--- src/rtl/retrig_oneshot_pkg.sv ---
// Shared types for the one-shot timer.
package retrig_oneshot_pkg;
    // Channel behaviour when a trigger arrives during a pulse.
    typedef enum logic {
        MODE_ONESHOT = 1'b0,
        MODE_RETRIG  = 1'b1
    } trig_mode_e;
endpackage

--- src/rtl/os_sync2.sv ---
// Two-flop synchronizer for asynchronous level inputs.
// Assumes: rst_n is synchronous; RST_VAL is the idle level of the input.
module os_sync2 #(
    parameter logic RST_VAL = 1'b0
) (
    input  logic clk,
    input  logic rst_n,
    input  logic d,
    output logic q
);
    logic meta;

    // Shift the input through two flops to settle metastability.
    always_ff @(posedge clk) begin
        if (!rst_n) begin
            meta <= RST_VAL;
            q    <= RST_VAL;
        end else begin
            meta <= d;
            q    <= meta;
        end
    end
endmodule

--- src/rtl/os_edge_qual.sv ---
// Detects a qualified edge on the synchronized trigger pins.
// Fires for one cycle on a rise of rs while fs is high, or a fall of fs while rs is low.
// Assumes: inputs are already synchronous to clk.
module os_edge_qual (
    input  logic clk,
    input  logic rst_n,
    input  logic rs,
    input  logic fs,
    output logic fire
);
    logic rs_d, fs_d;
    logic rise_hit, fall_hit;

    // Hold the previous sample of each pin for edge comparison.
    always_ff @(posedge clk) begin
        if (!rst_n) begin
            rs_d <= 1'b0;
            fs_d <= 1'b1;
        end else begin
            rs_d <= rs;
            fs_d <= fs;
        end
    end

    // Combine each edge with the enabling level of the other pin.
    always_comb begin
        rise_hit = rs & ~rs_d & fs;
        fall_hit = ~fs & fs_d & ~rs;
        fire     = rise_hit | fall_hit;
    end
endmodule

--- src/rtl/os_pulse_timer.sv ---
// Down-counter that holds the pulse length; a non-zero count means the pulse is active.
// Loads PERIOD on an accepted trigger, clears on clr_n low.
// Assumes: fire is a one-cycle strobe; a trigger in the first cycle after clear release is dropped.
module os_pulse_timer
    import retrig_oneshot_pkg::*;
#(
    parameter int CW = 16
) (
    input  logic          clk,
    input  logic          rst_n,
    input  logic          clr_n,
    input  logic          fire,
    input  trig_mode_e    mode,
    input  logic [CW-1:0] period,
    output logic          active
);
    logic [CW-1:0] cnt;
    logic          clr_q;
    logic          idle;
    logic          load;

    // Decide whether this cycle's trigger is accepted.
    always_comb begin
        idle   = (cnt == '0);
        load   = fire && clr_n && clr_q && (period != '0) &&
                 ((mode == MODE_RETRIG) || idle);
        active = !idle;
    end

    // Track clear history and step the counter.
    always_ff @(posedge clk) begin
        if (!rst_n) begin
            cnt   <= '0;
            clr_q <= 1'b0;
        end else begin
            clr_q <= clr_n;
            if (!clr_n) begin
                cnt <= '0;
            end else if (load) begin
                cnt <= period;
            end else if (!idle) begin
                cnt <= cnt - CW'(1);
            end
        end
    end
endmodule

--- src/rtl/os_channel.sv ---
// One timer channel: synchronizers, edge qualifier, counter and output masking.
// Assumes: clr_n masks the output at once, without waiting for a clock edge.
module os_channel
    import retrig_oneshot_pkg::*;
#(
    parameter int CW = 16
) (
    input  logic          clk,
    input  logic          rst_n,
    input  logic          clr_n,
    input  logic          trig_rise,
    input  logic          trig_fall,
    input  logic          retrig_en,
    input  logic [CW-1:0] period,
    output logic          q,
    output logic          q_n
);
    logic rs, fs, fire, active;
    trig_mode_e mode;

    os_sync2 #(.RST_VAL(1'b0)) u_sync_r (.clk(clk), .rst_n(rst_n), .d(trig_rise), .q(rs));
    os_sync2 #(.RST_VAL(1'b1)) u_sync_f (.clk(clk), .rst_n(rst_n), .d(trig_fall), .q(fs));

    os_edge_qual u_edge (.clk(clk), .rst_n(rst_n), .rs(rs), .fs(fs), .fire(fire));

    os_pulse_timer #(.CW(CW)) u_timer (
        .clk(clk), .rst_n(rst_n), .clr_n(clr_n), .fire(fire),
        .mode(mode), .period(period), .active(active)
    );

    // Map the mode bit and gate the outputs with the clear.
    always_comb begin
        mode = trig_mode_e'(retrig_en);
        q    = active & clr_n;
        q_n  = ~q;
    end
endmodule

--- src/rtl/retrig_oneshot.sv ---
// Top: NCH independent retriggerable one-shot channels.
// Assumes: channel i takes its length from period[i*CW +: CW].
module retrig_oneshot #(
    parameter int NCH = 2,
    parameter int CW  = 16
) (
    input  logic             clk,
    input  logic             rst_n,
    input  logic [NCH-1:0]   clr_n,
    input  logic [NCH-1:0]   trig_rise,
    input  logic [NCH-1:0]   trig_fall,
    input  logic [NCH-1:0]   retrig_en,
    input  logic [NCH*CW-1:0] period,
    output logic [NCH-1:0]   q,
    output logic [NCH-1:0]   q_n
);
    // One channel instance per index.
    for (genvar i = 0; i < NCH; i++) begin : g_ch
        os_channel #(.CW(CW)) u_ch (
            .clk(clk), .rst_n(rst_n), .clr_n(clr_n[i]),
            .trig_rise(trig_rise[i]), .trig_fall(trig_fall[i]),
            .retrig_en(retrig_en[i]), .period(period[i*CW +: CW]),
            .q(q[i]), .q_n(q_n[i])
        );
    end
endmodule

--- config.mk ---
export PLATFORM = sky130hd
export DESIGN_NAME = retrig_oneshot
export DESIGN_NICKNAME = d
export VERILOG_FILES = /design/src/rtl/retrig_oneshot_pkg.sv /design/src/rtl/os_sync2.sv /design/src/rtl/os_edge_qual.sv /design/src/rtl/os_pulse_timer.sv /design/src/rtl/os_channel.sv /design/src/rtl/retrig_oneshot.sv
export SDC_FILE = /design/constraint.sdc
export NUM_CORES = 1
export LEC_CHECK = 0
export BUFFER_PORTS_ARGS = -buffer_cell sky130_fd_sc_hd__buf_2
export CORE_UTILIZATION = 33
export DETAILED_ROUTE_END_ITERATION = 7
export PLACE_DENSITY = 0.6
export SLEW_MARGIN = 10
export SYNTH_ARGS = -nofsm -noshare
export SYNTH_HDL_FRONTEND = slang
export SYNTH_HIERARCHICAL = 1
export SYNTH_SLANG_ARGS = --single-unit
export TNS_END_PERCENT = 20
--- constraint.sdc ---
create_clock -name clk -period 1.7 [get_ports clk]
set_input_delay 0.085 -clock clk [delete_from_list [all_inputs] [get_ports clk]]
set_output_delay 0.085 -clock clk [all_outputs]
set_load 0.02 [all_outputs]
Word level (Yosys, flattened, before mapping)
Cells that the tools add are included.
W data, S select, Z words.
{ "totals": {"reg_bits": 46, "latch_bits": 0, "ram_bits": 0, "mem_bits_ro": 0, "in_bits": 42, "out_inout_bits": 4, "word_cells": 62, "mem_count": 0} }
{ "op_classes": {"addsub": 2, "mul": 0, "div_mod_pow": 0, "magnitude_cmp": 0, "n_eq_ne": 2, "shift": 0, "n_mux": 4, "bitwise": 20, "n_reduce_logical": 18} }
{ "ops": {"columns": ["operator", "count"], "rows": [
  ["$mux W16", 4],
  ["$logic_not A16 Y1", 2],
  ["$reduce_bool A16 Y1", 2],
  ["$sub A16 B1 Y16 const B", 2],
  ["$and A1 B1 Y1", 10],
  ["$logic_and A1 B1 Y1", 8],
  ["$not A1 Y1", 8],
  ["$ne A2 B1 Y1 const B", 2],
  ["$reduce_and A2 Y1", 2],
  ["$logic_not A1 Y1", 2],
  ["$logic_or A1 B1 Y1", 2],
  ["$or A1 B1 Y1", 2]
]} }

Longest topological paths before layout
{ "depth": {"word_depth": 9, "ltp_mapped": 8} }

Modules after synthesis
Netlist, hierarchy kept.
{ "by_module_without_submodules": {"columns": ["mod", "n_inst", "cells_each", "area_per_inst_um2", "seq_area_each_um2"], "rows": [
  ["os_pulse_timer", 2, 114, 1041.0, 340.3],
  ["os_sync2", 4, 4, 52.6, 40.0],
  ["os_edge_qual", 2, 7, 75.1, 40.0],
  ["os_channel", 2, 2, 10.0, 0.0]
]} }

Worst setup path after synthesis
Ideal clock, no wire load.
{ "synth_path": {"kind": "register to register", "from": "register g_ch[0].u_ch.u_timer.cnt[0]", "to": "register g_ch[0].u_ch.u_timer.cnt[3]", "arrival_ns": 1.562, "required_time_ns": 1.566, "setup_slack_ns": 0.004, "path_stages_with_launch": 9, "path_buffers": 1, "cell_sequence": "dfxtp_1 -> inv_1 -> ha_1 -> nor3b_2 -> nand2_1 -> o21ba_2 -> buf_2 -> o31ai_1 -> a21oi_1"} }
{ "synth_via": {"elab_chain_cells": 4, "word_cells_on_any_way": 7} }
{ "synth_rtl": {"columns": ["element", "line", "source"], "rows": [
  ["start, declared", "os_pulse_timer.sv:17", "logic [CW-1:0] cnt;"],
  ["start signal, assigned", "os_pulse_timer.sv:40", "cnt <= period;"],
  ["start signal, assigned", "os_pulse_timer.sv:42", "cnt <= cnt - CW'(1);"],
  ["parallel branches: the longest is 4 deep, another holds $sub A16 B1 Y16", null, null]
]} }
Several ways; the timed one is not identified. The select of a mux whose other input is x is not followed.
A chain may end at the register's enable or synchronous reset.

Final worst setup path
{ "layout_path": {"from": "register g_ch[0].u_ch.u_timer.cnt[0]", "to": "output port q[0]"} }
{ "layout_via": {"elab_chain_cells": 3} }
{ "layout_rtl": {"columns": ["element", "line", "source"], "rows": [
  ["$logic_not A16 Y1", "os_pulse_timer.sv:24", "idle = (cnt == '0);"],
  ["$logic_not A1 Y1", null, null],
  ["named net g_ch[0].u_ch.active", "os_channel.sv:18", "logic rs, fs, fire, active;"],
  ["$and A1 B1 Y1", "os_channel.sv:34", "q = active & clr_n;"],
  ["end, declared", "retrig_oneshot.sv:14", "output logic [NCH-1:0] q,"]
]} }
The timed path passes the listed nets, and every way through them passes these cells.

==> summary.md <==
| Metric | Value |
|---|---|
| CP Class | `flop to primary output` |
| Chip Height | `88.4 µm` |
| Clock Latency Late Sink | `0.31 ns` |
| Worst r2r src | `g_ch[0].u_ch/u_timer/cnt[0]$_SDFFE_PN0P_` |
| Slew @ Worst Pin | `0.490 ns` |
| Site Rows | `31` |
| Synth area leaders | `dfxtp_1 (37%), xor2_1 (7.1%), a211oi_1 (4.9%)` |
| Post-layout util | `48.7%` |
| CP arrival | `1.66 ns` |
| DR top layer | `met4` |
| Crit. End Element | `primary output` |
| R2R depth | `9` |
| CTS tree | `done` |
| Met2 WL | `3.26 mm` |
| Hold Fails Final Rpt | `0` |
| M1 wire length | `2.89 mm` |
| Yosys top cell by area | `dfxtp_1` |
| Initial core utilization | `34.1%` |
| IO buf count | `45` |
| Switch share | `39.2%` |
| Worst relative slew slack | `67.3%` |
| GRT Util Overall | `17.3%` |
| Post-synthesis area per instance | `9.40 µm²` |
| Post-synthesis async set-or-reset flop share | `0%` |
| Worst-path clk slew | `0.10 ns` |
| Nets | `398` |
| Total power | `5.88 mW` |
| Ys flop type | `dfxtp_1` |
| Clk pwr share | `13.9%` |
| I/O pin count | `46` |
| NetSw | `2.31 mW` |
| Status | `finished, violations left` |
| Post-Synthesis Cells | `262` |
| Final GP Congestion | `0.837` |
| Worst Setup EP | `q[0]` |
| DR WL/cell | `14.2 µm` |
| Num CTS Buffers | `5` |
| Pwr dens | `1670 nW/µm²` |
| Layout cell share with drive strength beyond 1 | `45.1%` |
| Fillers | `692` |
| DPL Wire Length | `4.63 mm` |
| Drt initial violations | `245` |
| Worst endpoint required time | `1.62 ns` |
| Post-route cell area | `3520 µm²` |
| Hold/Removal Path Class | `input pin to flop` |
| Fmax | `573 MHz` |
| Synthesized flop and latch total | `46` |
| Die area | `7810 µm²` |
| Dpl ws | `-0.100 ns` |
| Worst VDD drop | `0.621 mV` |
| Post-synth cell types | `42` |
| Worst reg2reg path endpoint | `g_ch[0].u_ch/u_timer/cnt[15]$_SDFFE_PN0P_` |
| Total grt overflow | `0` |
| Post-DP Area | `3040 µm²` |
| Final setup fails | `1` |
| Tmin final | `1.75 ns` |
| Clock skew | `0.0179 ns` |
| Post-route worst setup slack | `-0.0454 ns` |
| Final worst path period share | `103%` |
| Share of the synthesized area in the top cell type | `37.4%` |
| Antenna viol nets, final | `0` |
| Router iterations before antenna repair | `5` |
| Remaining DRCs | `0` |
| Metal3 WL | `170 µm` |
| RSZ-0062 raised after global routing | `yes` |
| CP Max Fanout | `2` |
| Setup crit start | `g_ch[0].u_ch/u_timer/cnt[0]$_SDFFE_PN0P_` |
| Vias in the first global route | `2177` |
| H-tree levels | `2` |
| Global-route wire length before repair | `10.4 mm` |
| Buffer levels on the longest clock path | `2` |
| Cell internal pwr | `3.57 mW` |
| Core Region | `7210 µm²` |
| EDFF count, synth | `0` |
| CP Launch Type | `flop` |
| Ant diodes | `0` |
| Synth Cell Area | `2460 µm²` |
| Mapped Nets | `306` |
| Comb pwr share | `61.2%` |
| Post-DR vias/cell | `5.18` |
| Seq pwr share | `24.9%` |
| Failing checks | `negative setup slack` |
| Area Overhead vs Synth | `42.8%` |
| Routed WL | `6.44 mm` |
| Initial antenna violation count | `0` |
| CTS Sinks | `46` |
| CTS root buf | `clkbuf_8` |
| Pleak | `1.40 nW` |
| Reg2reg setup slack | `0.03 ns` |
| Slew Viols, Final | `0` |
| Syn. warnings | `6` |
| Via Count | `2353` |
| Max-Cap Viols | `0` |
| Post-synthesis sequential area ratio | `37.4%` |
| Die X | `88.4 µm` |
| Largest net degree at the start of global routing | `15` |
sequential cells by signal, indices dropped and copies added (netlist names):
register                 count
g_ch.u_ch/u_edge/fs_d        2
g_ch.u_ch/u_edge/rs_d        2
g_ch.u_ch/u_sync_f/meta      2
g_ch.u_ch/u_sync_f/q         2
g_ch.u_ch/u_sync_r/meta      2
g_ch.u_ch/u_sync_r/q         2
g_ch.u_ch/u_timer/clr_q      2
g_ch.u_ch/u_timer/cnt       32
power by group through the flow:
stage	clock network, mW	logic (mW)	registers (mW)
2_1_floorplan	0	1.93	1.45
3_3_place_gp	0	2.89	1.43
3_5_place_dp	0	2.89	1.43
4_1_cts	0.839	3.37	1.45
5_1_grt	0.878	3.93	1.49
6_report	0.816	3.60	1.47
placed cells by master, fill, tap and decap left out, types with 5 or more instances in the layout:
cell type  instances
a21oi_1            6
dfxtp_1           43
nand2b_1           6
o21ai_0            6
buf_4             43
a32o_1             8
clkbuf_8           5
nor3_2             9
xnor2_1            6
and2_1             6
nor4_1             8
a211oi_1          15
nor2_1             8
buf_2             42
nor3_1            12
buf_6              5
inv_2              6
xor2_1            20
nor4_4             6
nand2_1           14
worst min-delay path by stage:
stage                            start                                        end  slack, ns  depth (start not counted)
after CTS                   period[30]  g_ch[1].u_ch/u_timer/cnt[14]$_SDFFE_PN0P_       0.03                          2
final                       period[30]  g_ch[1].u_ch/u_timer/cnt[14]$_SDFFE_PN0P_       0.03                          2
after global placement    trig_fall[1]      g_ch[1].u_ch/u_sync_f/meta$_SDFF_PN1_       0.27                          2
after floorplan                  rst_n      g_ch[0].u_ch/u_sync_f/meta$_SDFF_PN1_       0.16                          1
after global routing        period[18]   g_ch[1].u_ch/u_timer/cnt[2]$_SDFFE_PN0P_       0.04                          2
after detailed placement  trig_fall[1]      g_ch[1].u_ch/u_sync_f/meta$_SDFF_PN1_       0.27                          2
synthesized netlist by cell type, drive strengths merged, types with 4 or more instances:
cell type  count
nand2         18
nand3          4
o31ai          6
nand4          4
o21ai         10
and2          10
clkbuf         4
nand2b         6
nor3          22
a32o           8
a211oi        18
dfxtp         46
o211ai         4
nor2          12
nand4b         4
a21oi          6
buf            6
inv            8
nor4          16
xor2          20
xnor2          6
through the flow:
stage,instances,TNS [ns],hold WS (ns)
floorplan,262,0,0.158
detailed placement,432,-0.992,0.268
finish,454,-0.0454,0.0251
CTS,452,-0.287,0.0261
global placement,432,-0.645,0.267
global route,454,-0.812,0.0354
logic make-up (layout without fill, tap and decap cells):
| kind of cell | count (synthesis) | count (layout) | synth area share (%) |
|---|---|---|---|
| xor gates and xnor gates | 26 | 26 | 9.25 |
| AOI/OAI and AO/OA | 66 | 66 | 22.8 |
| and+or+nand+nor | 104 | 104 | 26.0 |
| DFF | 46 | 46 | 37.4 |
| adders and majority gates | 2 | 2 | 1.02 |
| buffers and inverters | 18 | 111 | 3.56 |
layout make-up:
class,count,area (µm²),share of cell area (%)
repair buffers,95,649,18.5
inverters,8,30.0,0.854
clock buffers,6,72.6,2.06
multi-input cells,198,1680,47.7
flip-flops and latches,46,925,26.3
clock inverters,2,37.5,1.07
well taps,99,124,3.52
routing by layer:
metal	track usage [%]	up-vias
li1	-	1176
met1	23.1	1124
met5	0	-
met2	28.4	42
met4	5.87	0
met3	2.80	11
critical path: stages (launching register included):
cell and delay [ns]:
dfxtp_2 0.33, inv_2 0.07, ha_4 0.13, nor3b_4 0.21
nand2_2 0.10, nor2_4 0.12, inv_2 0.05, buf_6 0.10
and2_4 0.14, buf_6 0.12
timing repair:
action                                  CTS  global route
pin swaps                                 5             8
setup buffers                             8             2
cloned                                    0             0
resized for setup                        30            27
hold buffers                              4             0
endpoints found under the setup margin   31            35
hold endpoints to repair                  4             0
No activity file was read; power rests on OpenSTA's default activity.
